**config.mk**
```make
export PLATFORM = sky130hd
export DESIGN_NAME = sync_param_enc
export DESIGN_NICKNAME = d
export VERILOG_FILES = /design/src/rtl/sync_param_enc.sv
export SDC_FILE = /design/constraint.sdc
export NUM_CORES = 1
export LEC_CHECK = 0
export BUFFER_PORTS_ARGS = -buffer_cell sky130_fd_sc_hd__buf_2
export CAP_MARGIN = 10
export CORE_MARGIN = 4
export CORE_UTILIZATION = 60
export CTS_CLUSTER_SIZE = 12
export DETAILED_ROUTE_END_ITERATION = 12
export GPL_TIMING_DRIVEN = 0
export PLACE_DENSITY = 0.78
export REMOVE_ABC_BUFFERS = 1
export SLEW_MARGIN = 25
export SYNTH_ARGS = -nofsm -noshare
export SYNTH_HDL_FRONTEND = slang
export SYNTH_SLANG_ARGS = --single-unit
export TNS_END_PERCENT = 50
```
**constraint.sdc**
```tcl
create_clock -name clk -period 7.58 [get_ports clk]
set_input_delay 1.516 -clock clk [delete_from_list [all_inputs] [get_ports clk]]
set_output_delay 1.516 -clock clk [all_outputs]
set_load 0.01 [all_outputs]
```
**src/rtl/sync_param_enc.sv**
```systemverilog
module sync_param_enc #(
  parameter int PW = 8,
  parameter int OW = 4,
  parameter int FW = 8,
  parameter int VW = 4
) (
  input  logic              clk,
  input  logic              rst_n,
  input  logic              start,
  input  logic [PW-1:0]     period,
  input  logic [OW-1:0]     offset,
  input  logic              sync_en,
  input  logic [FW-1:0]     freq_mhz,
  output logic [OW+VW-1:0]  param_out,
  output logic [FW-1:0]     seltmo_out,
  output logic              done,
  output logic              err
);
  localparam int NW   = PW + FW;
  localparam int CW   = $clog2(NW);
  localparam int VMAX = (1 << VW) - 1;
  localparam logic [NW-1:0] K_EST  = NW'(500);
  localparam logic [NW-1:0] K_ZERO = NW'(1250);
  localparam logic [NW-1:0] K_STEP = NW'(500);
  localparam logic [OW+VW-1:0] ASYNC = (OW+VW)'(2);

  typedef enum logic [1:0] {S_IDLE, S_EST, S_STRB, S_FIN} st_t;

  st_t st;
  logic [PW-1:0] p_q;
  logic [OW-1:0] o_q;
  logic [FW-1:0] f_q;
  logic          async_q;
  logic [NW:0]   rem;
  logic [NW-1:0] quo, den, v_q;
  logic [CW-1:0] cnt;

  logic          idle, accept, ge, last;
  logic [NW:0]   trial;
  logic [NW-1:0] q_next;
  logic [VW-1:0] v_clamp;

  assign idle    = (st == S_IDLE);
  assign accept  = idle & start;
  assign trial   = {rem[NW-1:0], quo[NW-1]};
  assign ge      = trial >= {1'b0, den};
  assign q_next  = {quo[NW-2:0], ge};
  assign last    = (cnt == CW'(NW-1));
  assign v_clamp = (v_q > NW'(VMAX)) ? VW'(VMAX) : v_q[VW-1:0];

  always_ff @(posedge clk or negedge rst_n) begin
    if (!rst_n) begin
      st <= S_IDLE;
      p_q <= '0; o_q <= '0; f_q <= '0; async_q <= 1'b0;
      rem <= '0; quo <= '0; den <= '0; v_q <= '0; cnt <= '0;
      param_out <= '0; seltmo_out <= '0; done <= 1'b0; err <= 1'b0;
    end else begin
      done <= 1'b0;
      case (st)
        S_IDLE: if (accept) begin
          p_q <= period;
          o_q <= offset;
          f_q <= freq_mhz;
          if (!sync_en || offset == '0 || freq_mhz == '0) begin
            async_q <= 1'b1;
            st <= S_FIN;
          end else begin
            async_q <= 1'b0;
            rem <= '0;
            quo <= NW'(period) * NW'(freq_mhz);
            den <= K_EST;
            cnt <= '0;
            st <= S_EST;
          end
        end
        S_EST, S_STRB: begin
          rem <= ge ? (trial - {1'b0, den}) : trial;
          quo <= q_next;
          cnt <= cnt + CW'(1);
          if (last) begin
            rem <= '0;
            cnt <= '0;
            if (st == S_EST) begin
              v_q <= (q_next < NW'(2)) ? '0 : q_next - NW'(2);
              quo <= (q_next <= NW'(2)) ? K_ZERO : NW'(q_next * K_STEP);
              den <= NW'(f_q);
              st  <= S_STRB;
            end else begin
              v_q <= v_q + NW'(q_next < NW'(p_q));
              st  <= S_FIN;
            end
          end
        end
        S_FIN: begin
          param_out  <= async_q ? ASYNC : {o_q, v_clamp};
          seltmo_out <= f_q >> 1;
          err        <= (f_q == '0);
          done       <= 1'b1;
          st         <= S_IDLE;
        end
        default: st <= S_IDLE;
      endcase
    end
  end
endmodule


```
==> qor.yml <==
status:
  status: "complete, no violations"
sta:
  finalSetupViolations: 0
  worst_pin_slew_ns: 0.984
  max_freq_mhz: 157
  skew_ns: 0.00674
  finalCritPeriodShare_pct: 83.8
  relSlewSlack_pct: 34.4
  final.setup.worst_slack_ns: 1.22
  finalSetupTns_ns: 0
  final.min_clock_period_ns: 6.36
  hold_viol_final: 0
  slew_viol_final: 0
  rsz0062_at_grt: "false"
setup_path:
  cp_cell_sequence: "inv_1, ha_1, nor2b_1, o31a_1, o31a_1, or3_1, inv_2, fa_1, inv_1, fa_1, fa_1, inv_1, fa_1, inv_1, ha_1, o21ai_0, a21oi_1, a21oi_1, xnor2_1, o221ai_1, a21boi_0"
  start_kind: "flop"
  cp_max_fo: 15
  slowest_delay_ns: 0.64
  critPathSlowestCell: "or3_1"
  crit_arrival_ns: 6.63
  cp.required_ns: 7.86
  cp_top_family: "adder cells"
  crit_buf_inv: 5
  crit_path_end_kind: "flop"
  critical_path_class: "reg -> reg"
finish:
  drive_gt1_share_pct: 9.77
  multi_input_area_um2: 6200
  area_growth_pct: 7.19
  seqCellArea_um2: 2530
  diodes: 0
  fin_nets: 1220
  final_common_cell: "inv_1"
  mostFrequentLayoutCells: "inv_1 (124), dfrtp_1 (101), ha_1 (99), nand2_1 (92), o21ai_0 (71)"
  nFillCells: 1248
floorplanning:
  die_h_um: 133
  core-area_um2: 15300
  initial_core_util_pct: 61.4
  fp-row-count: 45
  die_w_um: 133
  die-area_um2: 17700
  ios: 42
clock_tree:
  cts-resized-gates: 0
  cts_max_path_buffers: 2
  cts_root_buffer: "clkbuf_16"
  clk_latency_ns: 0.36
  postCtsHoldBufs: 0
  cts_made_buffers: 9
  cts_sinks: 101
  cts_tree: "done"
  h-tree-depth: 3
  post-cts-setup-buffers: 0
  clkTransAtPathRegs_ns: 0.07
drt:
  drt-pass1-iter-count: 5
  drc_errors: 0
  avgRoutedWirePerCell_um: 17.0
  vias: 7349
  totalWireLength_mm: 21.1
  viasPerCell: 5.90
  ant_nets: 0
  drtIter0Drc: 545
flow_run:
  drv_cap: 0
placement:
  port_buffers: 40
  hpwl_mm: 15.9
  dpl_worst_slack_ns: 1.33
  finalWeightedCongestion: 0.859
grt:
  grt.overflow.total: 0
  grt_max_degree: 62
  track_usage_pct: 24.5
  grt_pass1_wl_mm: 35.8
  grt_pass1_vias: 7344
  antenna_found_initial: 0
yosys:
  ys.flop_type: "dfrtp_1"
  syn_area_um2: 9360
  synth-adder-area-share_pct: 27.8
  synth_area_leaders: "dfrtp_1 (27%), fa_1 (15%), ha_1 (13%)"
  synth_top_family_by_area: "adder cells"
  synth_largest_area_cell: "dfrtp_1"
  synth_edf_count: 0
  synthMuxAreaShare_pct: 4.48
  ys_types: 65
  synth_cells: 1018
  yosys.area_share.xor_xnor_pct: 4.49
  yosys_warnings: 0
  synth_compound_area_share_pct: 14.7
  synth.avg_cell_area_um2: 9.20
  ys_ff_latch: 101
  ys_seq_area_share_pct: 27.0
  netlist.area_leader.share_pct: 27.0
  async_flop_share_pct: 100
  synth-simple-area-share_pct: 14.6
hold_path:
  min_path_type: "reg -> reg"
sequential cells by signal (all words and copies together) (netlist names):
| name | count |
|---|---|
| quo | 16 |
| rem | 16 |
| v_q | 16 |
| den | 9 |
| f_q | 8 |
| p_q | 8 |
| param_out | 8 |
| seltmo_out | 7 |
| cnt | 4 |
| o_q | 4 |
| st | 2 |
| async_q | 1 |
| done | 1 |
| err | 1 |
final timing paths:
kind                               startpoint                   endpoint  slack [ns]  cells past startpoint
setup / recovery           den[1]$_DFFE_PN0P_        quo[15]$_DFFE_PN0P_        1.22                     21
min in group asynchronous               rst_n        v_q[11]$_DFFE_PN0P_        1.14                      1
max in group asynchronous               rst_n  seltmo_out[0]$_DFFE_PN0P_        5.81                      2
setup reg to reg           den[1]$_DFFE_PN0P_        quo[15]$_DFFE_PN0P_        1.22                     21
hold reg to reg            den[2]$_DFFE_PN0P_         den[2]$_DFFE_PN0P_        0.49                      2
hold / removal             den[2]$_DFFE_PN0P_         den[2]$_DFFE_PN0P_        0.49                      2
layer usage:
metal	up-vias	wire length (µm)	GRT usage, %
met3	30	1020	3.19
met1	3616	9300	33.6
met5	-	0	0
met4	0	376	6.81
met2	229	10400	40.9
li1	3474	-	-
layout make-up:
class	instances	share of cell area (%)
Timing Repair Buffer	42	2.53
Tap cell	211	2.63
Clock inverter	7	0.923
Multi-Input combinational cell	750	61.8
Clock buffer	9	2.24
Sequential cell	101	25.2
Inverter	125	4.68
synthesized netlist by cell type (all sizes together), types with 7 or more instances:
cell type,n
dfrtp,101
o21a,11
or3,9
nor4,10
nand2,93
inv,125
clkbuf,37
and3,9
nor2,55
a221o,7
and2,36
a21oi,53
xor2,22
fa,68
o21ai,74
a31oi,11
mux2,31
nand3,21
nor3,13
a211oi,10
ha,99
mux2i,7
xnor2,26
a22oi,7
nor2b,9
worst reg2reg max path, cell delays in order, from the launching register on:
cell and delay, ns:
dfrtp_1 0.39, inv_1 0.07, ha_1 0.29, nor2b_1 0.15
o31a_1 0.31, o31a_1 0.28, or3_1 0.64, inv_2 0.35
fa_1 0.48, inv_1 0.12, fa_1 0.46, fa_1 0.52
inv_1 0.06, fa_1 0.53, inv_1 0.07, ha_1 0.32
o21ai_0 0.13, a21oi_1 0.28, a21oi_1 0.13, xnor2_1 0.16
o221ai_1 0.35, a21boi_0 0.21
cell families (layout without fill, tap and decap cells):
logic type / after synthesis / after routing
AO/OA/AOI/OAI: 219 / 219
other: 1 / 1
multiplexers: 38 / 38
flip-flops: 101 / 101
AND/OR/NAND/NOR: 277 / 277
adder cells (fa/ha/maj): 167 / 167
XOR/XNOR: 48 / 48
buffers and inverters: 167 / 183
through the flow:
step           cells  util, %  area, µm²  hold slack, ns
6_report        1245     65.8      10000           0.485
5_1_grt         1245     65.8      10000           0.517
4_1_cts         1245     65.8      10000           0.489
3_5_place_dp    1229     63.7       9720           0.472
3_3_place_gp    1227     63.2       9650           0.463
2_1_floorplan    976        -       9180           0.450
Power is not shown: default switching activity piles up to over one toggle a cycle in this logic, so the estimate is an artifact.
